[config.mk]
export PLATFORM = sky130hd
export DESIGN_NAME = dual_isa_expander
export DESIGN_NICKNAME = d
export VERILOG_FILES = /design/src/rtl/dmx_pkg.sv /design/src/rtl/dmx_slot_expand.sv /design/src/rtl/dmx_mode_ctrl.sv /design/src/rtl/dual_isa_expander.sv
export SDC_FILE = /design/constraint.sdc
export NUM_CORES = 1
export LEC_CHECK = 0
export ABC_AREA = 1
export BUFFER_PORTS_ARGS = -buffer_cell sky130_fd_sc_hd__buf_2
export CAP_MARGIN = 20
export CORE_MARGIN = 5
export CORE_UTILIZATION = 30
export DETAILED_ROUTE_END_ITERATION = 12
export PLACE_DENSITY = 0.53
export SETUP_SLACK_MARGIN = 0.15
export SYNTH_ARGS = -nofsm -noshare
export SYNTH_HDL_FRONTEND = slang
export SYNTH_SLANG_ARGS = --single-unit
[constraint.sdc]
create_clock -name clk_i -period 7.65 [get_ports clk_i]
set_clock_uncertainty 0.05 [all_clocks]
set_input_delay 1.1475 -clock clk_i [delete_from_list [all_inputs] [get_ports clk_i]]
set_output_delay 1.1475 -clock clk_i [all_outputs]
set_load 0.005 [all_outputs]
[src/rtl/dmx_pkg.sv]
package dmx_pkg;
  localparam int unsigned WORD_W  = 32;
  localparam int unsigned HALF_W  = 16;
  localparam int unsigned OP_W    = 7;
  localparam int unsigned RR_W    = 3;   // compact register field
  localparam int unsigned AR_W    = 4;   // full register number
  localparam int unsigned IMM_W   = 13;
  localparam int unsigned SIMM_W  = 3;
  localparam int unsigned EXT_W   = IMM_W - SIMM_W - 1;
  localparam int unsigned NUM_OPS = 2 ** OP_W;
  localparam int unsigned LUT_BASE = 4;
  localparam int unsigned LUT_MULT = 7;

  localparam logic [OP_W-1:0] C_NOP  = 7'h00;
  localparam logic [OP_W-1:0] C_XCHG = 7'h01;
  localparam logic [OP_W-1:0] C_MOVE = 7'h02;
  localparam logic [OP_W-1:0] C_EXT  = 7'h03;
  localparam logic [OP_W-1:0] F_XCHG = 7'h01;
  localparam logic [OP_W-1:0] F_MOVE = 7'h02;

  typedef enum logic [2:0] {K_NOP, K_XCHG, K_MOVE, K_EXT, K_REG, K_IMM} slot_kind_e;

  typedef struct packed {
    logic [OP_W-1:0]  op;
    logic [AR_W-1:0]  rd;
    logic [AR_W-1:0]  rs1;
    logic [AR_W-1:0]  rs2;
    logic [IMM_W-1:0] imm;
  } full_instr_t;

  // bijection of LUT_BASE..NUM_OPS-1 onto itself, low codes reserved
  function automatic logic [OP_W-1:0] lut_entry(int unsigned idx);
    int unsigned v;
    if (idx < LUT_BASE) v = 0;
    else v = LUT_BASE + ((idx - LUT_BASE) * LUT_MULT) % (NUM_OPS - LUT_BASE);
    return v[OP_W-1:0];
  endfunction
endpackage

[src/rtl/dmx_slot_expand.sv]
module dmx_slot_expand
  import dmx_pkg::*;
(
  input  logic [HALF_W-1:0] slot_i,
  input  logic              ext_valid_i,
  input  logic [EXT_W-1:0]  ext_bits_i,
  output slot_kind_e        kind_o,
  output logic [WORD_W-1:0] instr_o
);
  logic [OP_W-1:0] lut [NUM_OPS];

  for (genvar g = 0; g < NUM_OPS; g++) begin : g_lut
    assign lut[g] = lut_entry(g);
  end

  logic [OP_W-1:0] op;
  logic [RR_W-1:0] fa, fb, fc;
  full_instr_t     fi;

  assign op = slot_i[HALF_W-1 -: OP_W];
  assign fa = slot_i[3*RR_W-1 -: RR_W];
  assign fb = slot_i[2*RR_W-1 -: RR_W];
  assign fc = slot_i[RR_W-1:0];

  always_comb begin
    fi     = '0;
    kind_o = K_REG;
    case (op)
      C_NOP:  kind_o = K_NOP;
      C_XCHG: kind_o = K_XCHG;
      C_EXT:  kind_o = K_EXT;
      C_MOVE: begin
        kind_o = K_MOVE;
        fi.op  = F_MOVE;
        fi.rd  = slot_i[2*AR_W-1 -: AR_W];
        fi.rs1 = slot_i[AR_W-1:0];
      end
      default: begin
        fi.op  = lut[op];
        fi.rd  = AR_W'(fa);
        fi.rs1 = AR_W'(fb);
        if (op[OP_W-1]) begin
          kind_o = K_IMM;
          if (ext_valid_i) fi.imm = {ext_bits_i, fc[SIMM_W-1], fc};
          else             fi.imm = {{(IMM_W-SIMM_W){fc[SIMM_W-1]}}, fc};
        end else begin
          kind_o = K_REG;
          fi.rs2 = AR_W'(fc);
        end
      end
    endcase
  end

  assign instr_o = fi;
endmodule

[src/rtl/dmx_mode_ctrl.sv]
module dmx_mode_ctrl
  import dmx_pkg::*;
#(
  parameter bit RESET_COMPACT = 1'b0
) (
  input  logic             clk_i,
  input  logic             rst_ni,
  input  logic             flush_i,
  input  logic             flush_mode_i,
  input  logic             step_i,
  input  logic             consume_i,
  input  logic             to_compact_i,
  input  logic             to_full_i,
  input  logic             set_ext_i,
  input  logic             clr_ext_i,
  input  logic [EXT_W-1:0] ext_payload_i,
  output logic             compact_o,
  output logic             upper_o,
  output logic             ext_valid_o,
  output logic [EXT_W-1:0] ext_bits_o
);
  always_ff @(posedge clk_i or negedge rst_ni) begin
    if (!rst_ni) begin
      compact_o   <= RESET_COMPACT;
      upper_o     <= 1'b0;
      ext_valid_o <= 1'b0;
      ext_bits_o  <= '0;
    end else if (flush_i) begin
      compact_o   <= flush_mode_i;
      upper_o     <= 1'b0;
      ext_valid_o <= 1'b0;
    end else if (step_i) begin
      if (to_compact_i)   compact_o <= 1'b1;
      else if (to_full_i) compact_o <= 1'b0;
      upper_o <= compact_o & ~consume_i;
      if (set_ext_i) begin
        ext_valid_o <= 1'b1;
        ext_bits_o  <= ext_payload_i;
      end else if (clr_ext_i) begin
        ext_valid_o <= 1'b0;
      end
    end
  end
endmodule

[src/rtl/dual_isa_expander.sv]
module dual_isa_expander
  import dmx_pkg::*;
#(
  parameter bit RESET_COMPACT = 1'b0
) (
  input  logic              clk_i,
  input  logic              rst_ni,
  input  logic              flush_i,
  input  logic              flush_mode_i,
  input  logic              fetch_valid_i,
  input  logic [WORD_W-1:0] fetch_word_i,
  output logic              fetch_ready_o,
  output logic              instr_valid_o,
  output logic [WORD_W-1:0] instr_o,
  output logic              mode_o
);
  logic              compact_q, upper_q, ext_valid_q;
  logic [EXT_W-1:0]  ext_bits_q;
  logic [HALF_W-1:0] slot;
  slot_kind_e        kind;
  logic [WORD_W-1:0] exp_instr;
  logic              to_compact, to_full, set_ext, clr_ext, consume, step;

  assign slot = upper_q ? fetch_word_i[WORD_W-1 -: HALF_W] : fetch_word_i[HALF_W-1:0];

  dmx_slot_expand u_slot (
    .slot_i      (slot),
    .ext_valid_i (ext_valid_q),
    .ext_bits_i  (ext_bits_q),
    .kind_o      (kind),
    .instr_o     (exp_instr)
  );

  always_comb begin
    instr_valid_o = 1'b0;
    instr_o       = '0;
    fetch_ready_o = 1'b0;
    to_compact    = 1'b0;
    to_full       = 1'b0;
    set_ext       = 1'b0;
    clr_ext       = 1'b0;
    if (!flush_i) begin
      if (!compact_q) begin
        fetch_ready_o = 1'b1;
        if (fetch_valid_i) begin
          if (fetch_word_i[WORD_W-1 -: OP_W] == F_XCHG) begin
            to_compact = 1'b1;
          end else begin
            instr_valid_o = 1'b1;
            instr_o       = fetch_word_i;
          end
        end
      end else begin
        // exchange in the lower slot turns the upper slot into padding
        fetch_ready_o = upper_q | (kind == K_XCHG);
        if (fetch_valid_i) begin
          case (kind)
            K_XCHG: begin
              to_full = 1'b1;
              clr_ext = 1'b1;
            end
            K_EXT:  set_ext = 1'b1;
            K_NOP:  ;
            default: begin
              instr_valid_o = 1'b1;
              instr_o       = exp_instr;
              clr_ext       = 1'b1;
            end
          endcase
        end
      end
    end
  end

  assign step    = fetch_valid_i & ~flush_i;
  assign consume = fetch_ready_o & fetch_valid_i;

  dmx_mode_ctrl #(.RESET_COMPACT(RESET_COMPACT)) u_ctrl (
    .clk_i         (clk_i),
    .rst_ni        (rst_ni),
    .flush_i       (flush_i),
    .flush_mode_i  (flush_mode_i),
    .step_i        (step),
    .consume_i     (consume),
    .to_compact_i  (to_compact),
    .to_full_i     (to_full),
    .set_ext_i     (set_ext),
    .clr_ext_i     (clr_ext),
    .ext_payload_i (slot[EXT_W-1:0]),
    .compact_o     (compact_q),
    .upper_o       (upper_q),
    .ext_valid_o   (ext_valid_q),
    .ext_bits_o    (ext_bits_q)
  );

  assign mode_o = compact_q;
endmodule

---- After elaboration in Yosys (flattened, before gate mapping) ----
Memories as Yosys holds them, arrays and structs flattened.
Cells that the tools add are included.
Widths: inputs -> output; s select.
operators by class
  equal/unequal tests ..................... 6
  reduce and logical (&&, ||, !) cells .... 12
  $lt $le $gt $ge ......................... 1
  mux-type cells .......................... 50
  bitwise logic cells ..................... 7
operators by type and width
  kind                number
  $mux 32             6
  $mux 1              35
  $mux 16             2
  $pmux 15 s2         1
  $mux 13             2
  $eq 7x1->1 const B  2
  $eq 7x2->1 const B  2
  $mux 7              2
  $pmux 3 s4          1
  $ge 8x8->1 const B  1
  $not 7->8           1
  $logic_not 7->1     1
  $reduce_bool 3->1   2
  $reduce_or 3->1     2
  $reduce_and 2->1    2
  $reduce_or 4->1     1
  $and 1x1->1         3
  $eq 3x1->1 const B  1
  $eq 3x2->1 const B  1
  $logic_not 3->1     1
  $mux 3              1
  $reduce_and 3->1    1
  $not 1->1           2
  $reduce_bool 2->1   1
  2 further kinds     2
word-level totals
  output and inout bits ................... 35
  bits in registers ....................... 12
  bits of input ports ..................... 37
  memories ................................ 1
  bits in read-only memories .............. 896
memory list
  memory            depth  width  rd ports  clocked after memory_dff  wr ports  line                   RTL
  (name not given)  128    7      1         0                         0         dmx_slot_expand.sv:39  fi.op = lut[op];

---- Logic depth before layout (Yosys ltp) ----
Gate-level depths: netlist (run 1).
  depth after elaboration ................. 13
  gate-level depth with buffers ........... 17
  depth with buffers taken out ............ 15

---- Hierarchy ----
A second synthesis (run 1) with hierarchy kept.
second synthesis, totals
  cells, all modules ...................... 575
  area total of the unflattened synthesis .. 3040.4 µm²
modules (own cells, without submodules)
  module             cells each  seq. area each (µm²)  area an instance (µm²)  times used
  dmx_slot_expand    289         0.0                   1381.3                  1
  dual_isa_expander  230         0.0                   1116.1                  1
  dmx_mode_ctrl      56          300.3                 543.0                   1

---- Least setup slack after synthesis (run 1) ----
Ideal clock, no wire load.
  path type ............................... input -> output
  start point ............................. input fetch_word_i[26]
  end point ............................... output instr_o[30]
  stages on the path ...................... 13
  slack ................................... 3.893 ns
  arrival ................................. 2.560 ns
  path buffers ............................ 0
  cells stage by stage .................... nand2_1 -> nand2_2 -> inv_1 -> ha_1 -> inv_1 -> nand2_1 -> nand3_1 -> nand2_2 -> nor2_2 -> nand3_1 -> nand2_1 -> nor2_1 -> nor2_1
between the ends
  longest elaborated chain between the ends .. 10
RTL lines
  item                                        line                     RTL
  start, declared                             dual_isa_expander.sv:11  input logic [WORD_W-1:0] fetch_word_i,
  $mux 16                                     dual_isa_expander.sv:24  assign slot = upper_q ? fetch_word_i[WORD_W-1 -: HALF_W] : fetch_word_i[HALF_W-1:0];
  $not 7->8 (not written as such)             dmx_slot_expand.sv:39
  $mem_v2 128x7                               n/a
  $mux 7 (not written as such) (2 in series)  dmx_slot_expand.sv:39
  $pmux 15 s2                                 dmx_slot_expand.sv:28    case (op)
  $mux 32                                     dual_isa_expander.sv:57  case (kind)
  $mux 32                                     dual_isa_expander.sv:56  if (fetch_valid_i) begin
  $mux 32 (*)                                 dual_isa_expander.sv:43  if (!compact_q) begin
  $mux 32 (*)                                 dual_isa_expander.sv:42  if (!flush_i) begin
  end, declared                               dual_isa_expander.sv:14  output logic [WORD_W-1:0] instr_o,
Mark *: on every way between the ends. The rest lies on a longest branch, timed or not. The select of a mux whose other input is x is not followed.

---- Worst setup path in the final report (run 1) ----
  start point ............................. register u_ctrl.compact_o
  end point ............................... output instr_o[12]
between the ends
  longest elaborated chain between the ends .. 2
RTL lines
  item                    line                     RTL
  start, declared         dmx_mode_ctrl.sv:17      output logic compact_o,
  start signal, assigned  dmx_mode_ctrl.sv:29      compact_o <= flush_mode_i;
  $mux 32                 dual_isa_expander.sv:43
  $mux 32                 dual_isa_expander.sv:42
No other way between the ends.

==> reports/metrics.cfg, run 1 <==
[sta]
hold_ws_ns = 0.433
final.period_utilization_pct = 66.8
hold_viol = 0
finalMaxSlewViolations = 0
worst_pin_slew_ns = 0.948
rsz0062_at_grt = false
slew_headroom_pct = 36.4
setup_tns_ns = 0
timing.final.ws_setup_ns = 2.54
setup_viol = 0
period_needed_ns = 5.11
fmax_ghz = 0.196

[worst_setup_path]
path_buf_inv = 3
crit_type = reg -> out
worst_setup_path_end_kind = output port
worstPathMaxFanout = 35
cp.required_ns = 6.45
path_cells = clkinv_1 > nand3_1 > nand2_1 > inv_1 > o21ai_1 > a21oi_1 > buf_2
arrival_ns = 3.91
cp_num_cells = 7
slowest_delay_ns = 1.05
startpoint_type = flip-flop
cp_slowest_cell = clkinv_1
rr_worst_depth = 4
path_delay_family = buffers and inverters

[placed_design]
dpl.hpwl_um = 8060
port-buffer-count = 71
dp_cells = 617
placed_area_mm2 = 0.00298
dp_slack_ns = 2.83
gp_congestion = 0.902

[final_layout]
finalNetCount = 562
diodes = 0
fillerInstances = 1003
fin_cells = 621
finalInstanceArea_mm2 = 0.00303
area_growth_pct = 15.3
layout-drive-gt1-share_pct = 23.0

[route]
drt-vias-per-instance = 5.28
drt_iter0_markers = 153
postRouteAntennaNets = 0
first_pass_iters = 6
drcViolationCount = 0
drt-total-wl_um = 10200
wl_per_cell_um = 16.5
vias = 3281

[die]
start_util_pct = 30.5
die_y_um = 104
die-area_mm2 = 0.0107
rows = 34
core_mm2 = 0.00864
die_x_um = 104
ioPinCount = 72

[power_and_ir_drop]
leakagePower_nw = 1.58
ir_drop_mv = 0.0896
power_per_cell_area_mw_per_mm2 = 121

[yosys]
synth_area_leaders = nand2_1 19%, dfrtp_1 11%, nand3_1 11%
synth-edff-count = 0
synth_cells = 460
yosys.area.top_type_share_pct = 18.5
synth_area_mm2 = 0.00263
synth-seq-cells = 12
syn_avg_cell_area_um2 = 5.72
syn_nets = 508
synth_warnings = 0
yosys_most_used_dff = dfrtp_1
synthDistinctLibCells = 37
synth_top_cell_by_area = nand2_1
async_reset_ff_share_pct = 100
synth-seq-area-share_pct = 11.4

[global_route]
grt_max_degree = 36
grt_pass1_vias = 3176
grt_first_pass_wirelength_um = 16300
antenna_found_initial = 0
grt-ovfl-total = 0
groute.usage.overall_pct = 17.8

[outcome]
outcome = complete, no violations

[clock_tree]
cts_buffer_depth = 2
root_buffer = clkbuf_8
clock_latency_ns = 0.24
htreeDepth = 1
post_cts_buffers = 0
holdBufCountCts = 0
cts_buffers = 3
clock_sinks = 12
cts_tree = built
clk_pin_slew_ns = 0.06
cts_resized = 0

[job]
drv_cap = 0

[hold_path]
min_path_type = reg -> reg
hold_depth = 2

==> area by class of cell <==
type	instances	area (um2)	area share (%)
inverters	43	166	5.49
repair buffers	73	370	12.2
flip-flops and latches	12	300	9.90
multi-input cells	381	2010	66.1
well taps	108	135	4.46
clock buffers	4	55.1	1.82
==> synthesized netlist by cell type (3+ instances only) <==
library cell	instances
o211ai_1	4
nor3_1	5
o21ai_1	9
nand2_1	130
inv_1	37
nor2_1	46
nand2_2	13
a21oi_1	30
o22ai_1	3
dfrtp_1	12
ha_1	11
a31oi_1	4
o21ai_2	10
nand3_1	60
mux2i_1	6
o21ai_0	24
buf_6	7
buf_2	7
clkbuf_1	7
nand2_4	5
nor4_1	3
==> registers in the layout, summed over array words and instances, names as in the netlist <==
register and cells:
u_ctrl.ext_bits_o 9, u_ctrl.upper_o 1, u_ctrl.compact_o 1, u_ctrl.ext_valid_o 1
==> power breakdown <==
group / leakage (nW) / internal, mW / total (mW) / switching [mW]
sequential: 0.164 / 0.0659 / 0.0712 / 0.00529
clock: 0.0288 / 0.0455 / 0.0711 / 0.0256
combinational: 1.39 / 0.0713 / 0.224 / 0.153
==> metal layers <==
layer	global-route usage, %	part of all wire [%]	vias up
li1	-	-	1631
met5	0	0	-
met4	3.24	1.7	0
met1	24.7	46	1497
met3	2.55	6.1	12
met2	29.7	47	141
==> worst paths after layout <==
kind                                            from              endpoint  slack, ns
worst max register to register      u_ctrl.compact_o      u_ctrl.compact_o       4.67
min in group asynchronous                     rst_ni  u_ctrl.ext_bits_o[8]       0.73
worst max-delay path                u_ctrl.compact_o           instr_o[12]       2.54
worst min-delay path            u_ctrl.ext_bits_o[2]  u_ctrl.ext_bits_o[2]       0.43
worst min register to register  u_ctrl.ext_bits_o[2]  u_ctrl.ext_bits_o[2]       0.43
max in group asynchronous                     rst_ni  u_ctrl.ext_bits_o[2]       6.59
==> tightest hold or removal path: cells and delay by family (launching register included) <==
kind             cells  cell delay, ns
AND/OR/NAND/NOR      1            0.06
flip-flops           1            0.34
AO/OA/AOI/OAI        1            0.05
==> layout by cell type (no fill, tap or decap), types with 3 or more instances in the layout <==
master / count
clkbuf_8: 4
o21ai_0: 24
dfrtp_1: 12
nor3_1: 5
o22ai_1: 3
ha_1: 11
inv_1: 37
nand2_2: 13
nand2_1: 130
nor4_1: 3
o21ai_1: 9
a21oi_1: 30
nand3_1: 60
nor2_1: 46
a31oi_1: 4
o21ai_2: 10
mux2i_1: 6
nand2_4: 5
buf_2: 71
o211ai_1: 4
==> per-stage QoR <==
step                util (%)  power (mW)
floorplan                  -       0.230
global placement        34.5       0.295
detailed placement      34.5       0.293
CTS                     35.1       0.365
global route            35.1       0.396
finish                  35.1       0.367
==> kinds of logic after synthesis <==
group	share of synthesized area, %
buf+inv	12.4
fa+ha+maj	5.23
compound gates	21.2
simple gates	47.5
flops	11.4
mux	2.28
(Power assumes the default switching activity.)
==> inputs of run 2 (changes only) <==
--- a/config.mk
+++ b/config.mk
@@ -11,7 +11,7 @@
 export CORE_MARGIN = 5
 export CORE_UTILIZATION = 30
 export DETAILED_ROUTE_END_ITERATION = 12
-export PLACE_DENSITY = 0.53
+export PLACE_DENSITY = 0.54
 export SETUP_SLACK_MARGIN = 0.15
 export SYNTH_ARGS = -nofsm -noshare
 export SYNTH_HDL_FRONTEND = slang
==> constraint.sdc (replaced) <==
create_clock -name clk_i -period 4.46 [get_ports clk_i]
set_clock_uncertainty 0.05 [all_clocks]
set_input_delay 0.669 -clock clk_i [delete_from_list [all_inputs] [get_ports clk_i]]
set_output_delay 0.669 -clock clk_i [all_outputs]
set_load 0.005 [all_outputs]
==> run 2 against run 1 <==
Critical path depth increased by 8. Setup slack got worse by 1.8 ns. Core utilization is 0.26 points higher. Register-to-register slack worse by 3.0 ns. Wire length down 1.3%. Flip-flop and latch count unchanged. Worst hold slack lost 0.17 ns. Combinational power grew 75%. Sequential power rose by 66%. Die area unchanged. Critical path type unchanged. Highest routed layer unchanged.
==> reports/metrics.cfg, run 2 (synthesis results as in run 1) <==
[worst_setup_path]
arrival_ns = 3.03  ; -0.88 ns
worst_setup_path_end_kind = output port
cp_num_cells = 15  ; +8
startpoint_type = flip-flop
cp.required_ns = 3.74  ; -2.71 ns
worstPathMaxFanout = 16  ; -54%
cp_slowest_cell = dfrtp_1
endpoint = instr_o[29]
r2r_end = u_ctrl.compact_o
path_buf_inv = 4  ; +1
path_delay_family = flip-flops
cpMostUsedCell = nand2_1
r2r_start = u_ctrl.upper_o
r2r_setup_slack_ns = 1.63  ; -3.04 ns
cp-startpoint = u_ctrl.upper_o
path_cells = inv_4 > nand2_1 > nand2_2 > inv_1 > ha_1 > inv_1 > nand2_1 > o21ai_1 > o21ai_0 > nand2_1 > nand2_1 > nand3_1 > nand3_1 > nand2_1 > buf_2
rr_worst_depth = 12  ; +8
slowest_delay_ns = 0.73  ; -0.32 ns
crit_type = reg -> out

[global_route]
groute.usage.overall_pct = 17.7  ; -0.13 points
grt_first_pass_wirelength_um = 16200  ; -0.97%
grt_pass1_vias = 3205  ; +0.91%
antenna_found_initial = 0  ; unchanged
grt-ovfl-total = 0  ; unchanged
grt_max_degree = 36  ; unchanged

[clock_tree]
clk_pin_slew_ns = 0.07  ; about the same
holdBufCountCts = 0  ; unchanged
post_cts_buffers = 0  ; unchanged
cts_buffers = 3  ; unchanged
cts_tree = built
cts_resized = 0  ; unchanged
htreeDepth = 1  ; unchanged
clock_sinks = 12  ; unchanged
cts_buffer_depth = 2  ; unchanged
clock_latency_ns = 0.25  ; about the same
root_buffer = clkbuf_8

[power_and_ir_drop]
leakagePower_nw = 1.60  ; +0.91%
ir_drop_mv = 0.118  ; +32%
finalPower_mw = 0.643  ; +75%
power_per_cell_area_mw_per_mm2 = 210  ; +74%

[route]
first_pass_iters = 7  ; +1
drt-total-wl_um = 10100  ; -1.3%
postRouteAntennaNets = 0  ; unchanged
drt-vias-per-instance = 5.45  ; +3.1%
drcViolationCount = 0  ; unchanged
drt_iter0_markers = 273  ; +78%
vias = 3398  ; +3.6%
wl_per_cell_um = 16.2  ; -1.8%

[sta]
fmax_ghz = 0.267
hold_viol = 0  ; unchanged
timing.final.ws_setup_ns = 0.708  ; -1.83 ns
worst_pin_slew_ns = 0.665  ; -0.283 ns
rsz0062_at_grt = false
setup_viol = 0  ; unchanged
final.period_utilization_pct = 84.1
period_needed_ns = 3.75
setup_tns_ns = 0  ; unchanged
finalMaxSlewViolations = 0  ; unchanged
slew_headroom_pct = 55.6  ; +19 points
hold_ws_ns = 0.260  ; -0.172 ns

[job]
drv_cap = 0  ; unchanged

[placed_design]
placed_area_mm2 = 0.00300  ; +0.76%
gp_congestion = 0.925  ; +2.6%
dp_cells = 620  ; +0.49%
port-buffer-count = 71  ; unchanged
dp_slack_ns = 1.03  ; -1.80 ns
dpl.hpwl_um = 7810  ; -3.1%

[final_layout]
layout-drive-gt1-share_pct = 23.4  ; +0.45 points
area_growth_pct = 16.1
final_cell_mix = 130 x nand2_1, 71 x buf_2, 60 x nand3_1
final_common_cell = nand2_1
largest_register_ffs = 9  ; unchanged
diodes = 0  ; unchanged
regArea_um2 = 300  ; unchanged
final_util_pct = 35.4  ; +0.26 points
largest_register = u_ctrl.ext_bits_o
fin_cells = 624  ; +0.48%
fillerInstances = 978  ; -2.5%
multi_input_comb_area_mm2 = 0.00201  ; unchanged
finalInstanceArea_mm2 = 0.00306  ; +0.74%
finalNetCount = 565  ; +0.53%

[hold_path]
min_path_type = in -> async

[die]
ioPinCount = 72  ; unchanged
die-area_mm2 = 0.0107  ; unchanged
core_mm2 = 0.00864  ; unchanged
die_y_um = 104  ; unchanged
start_util_pct = 30.5  ; unchanged
rows = 34  ; unchanged
die_x_um = 104  ; unchanged

[outcome]
outcome = complete, no violations

## run 2: worst reg2reg max path, stage by stage, from the launching register on
cell and delay [ns]:
dfrtp_1 0.73, inv_4 0.18, nand2_1 0.12, nand2_2 0.14, inv_1 0.26, ha_1 0.30, inv_1 0.11, nand2_1 0.11
nand3_1 0.11, nor2_1 0.17, nand2_1 0.13, o21ai_0 0.17, o21ai_0 0.11
## run 2: layout make-up
class                   instances  area share (%)
clock buffers                   4            1.80
inverters                      43            5.45
multi-input cells             381            65.6
flip-flops and latches         12            9.83
well taps                     108            4.42
repair buffers                 76            12.9
## run 2: layer usage
| metal | global-route usage (%) | wire (um) | share of wire, % |
|---|---|---|---|
| met4 | 6.11 | 209 | 2.1 |
| met1 | 24.9 | 4550 | 45 |
| met3 | 1.99 | 799 | 7.9 |
| met5 | 0 | 0 | 0 |
| met2 | 27.9 | 4550 | 45 |
## run 2: where the power goes
| group | internal (mW) | switching, mW | leakage, nW |
|---|---|---|---|
| Clock | 0.0784 | 0.0534 | 0.0288 |
| Sequential | 0.113 | 0.00538 | 0.164 |
| Combinational | 0.125 | 0.268 | 1.40 |
## run 2: worst min-delay path by stage
stage	slack (ns)	cells past startpoint	endpoint
2_1_floorplan	0.32	0	u_ctrl.compact_o
3_3_place_gp	0.42	2	u_ctrl.ext_bits_o[0]
3_5_place_dp	0.42	2	u_ctrl.ext_bits_o[6]
4_1_cts	0.26	1	u_ctrl.ext_bits_o[5]
5_1_grt	0.28	1	u_ctrl.ext_bits_o[5]
6_report	0.26	1	u_ctrl.ext_bits_o[5]
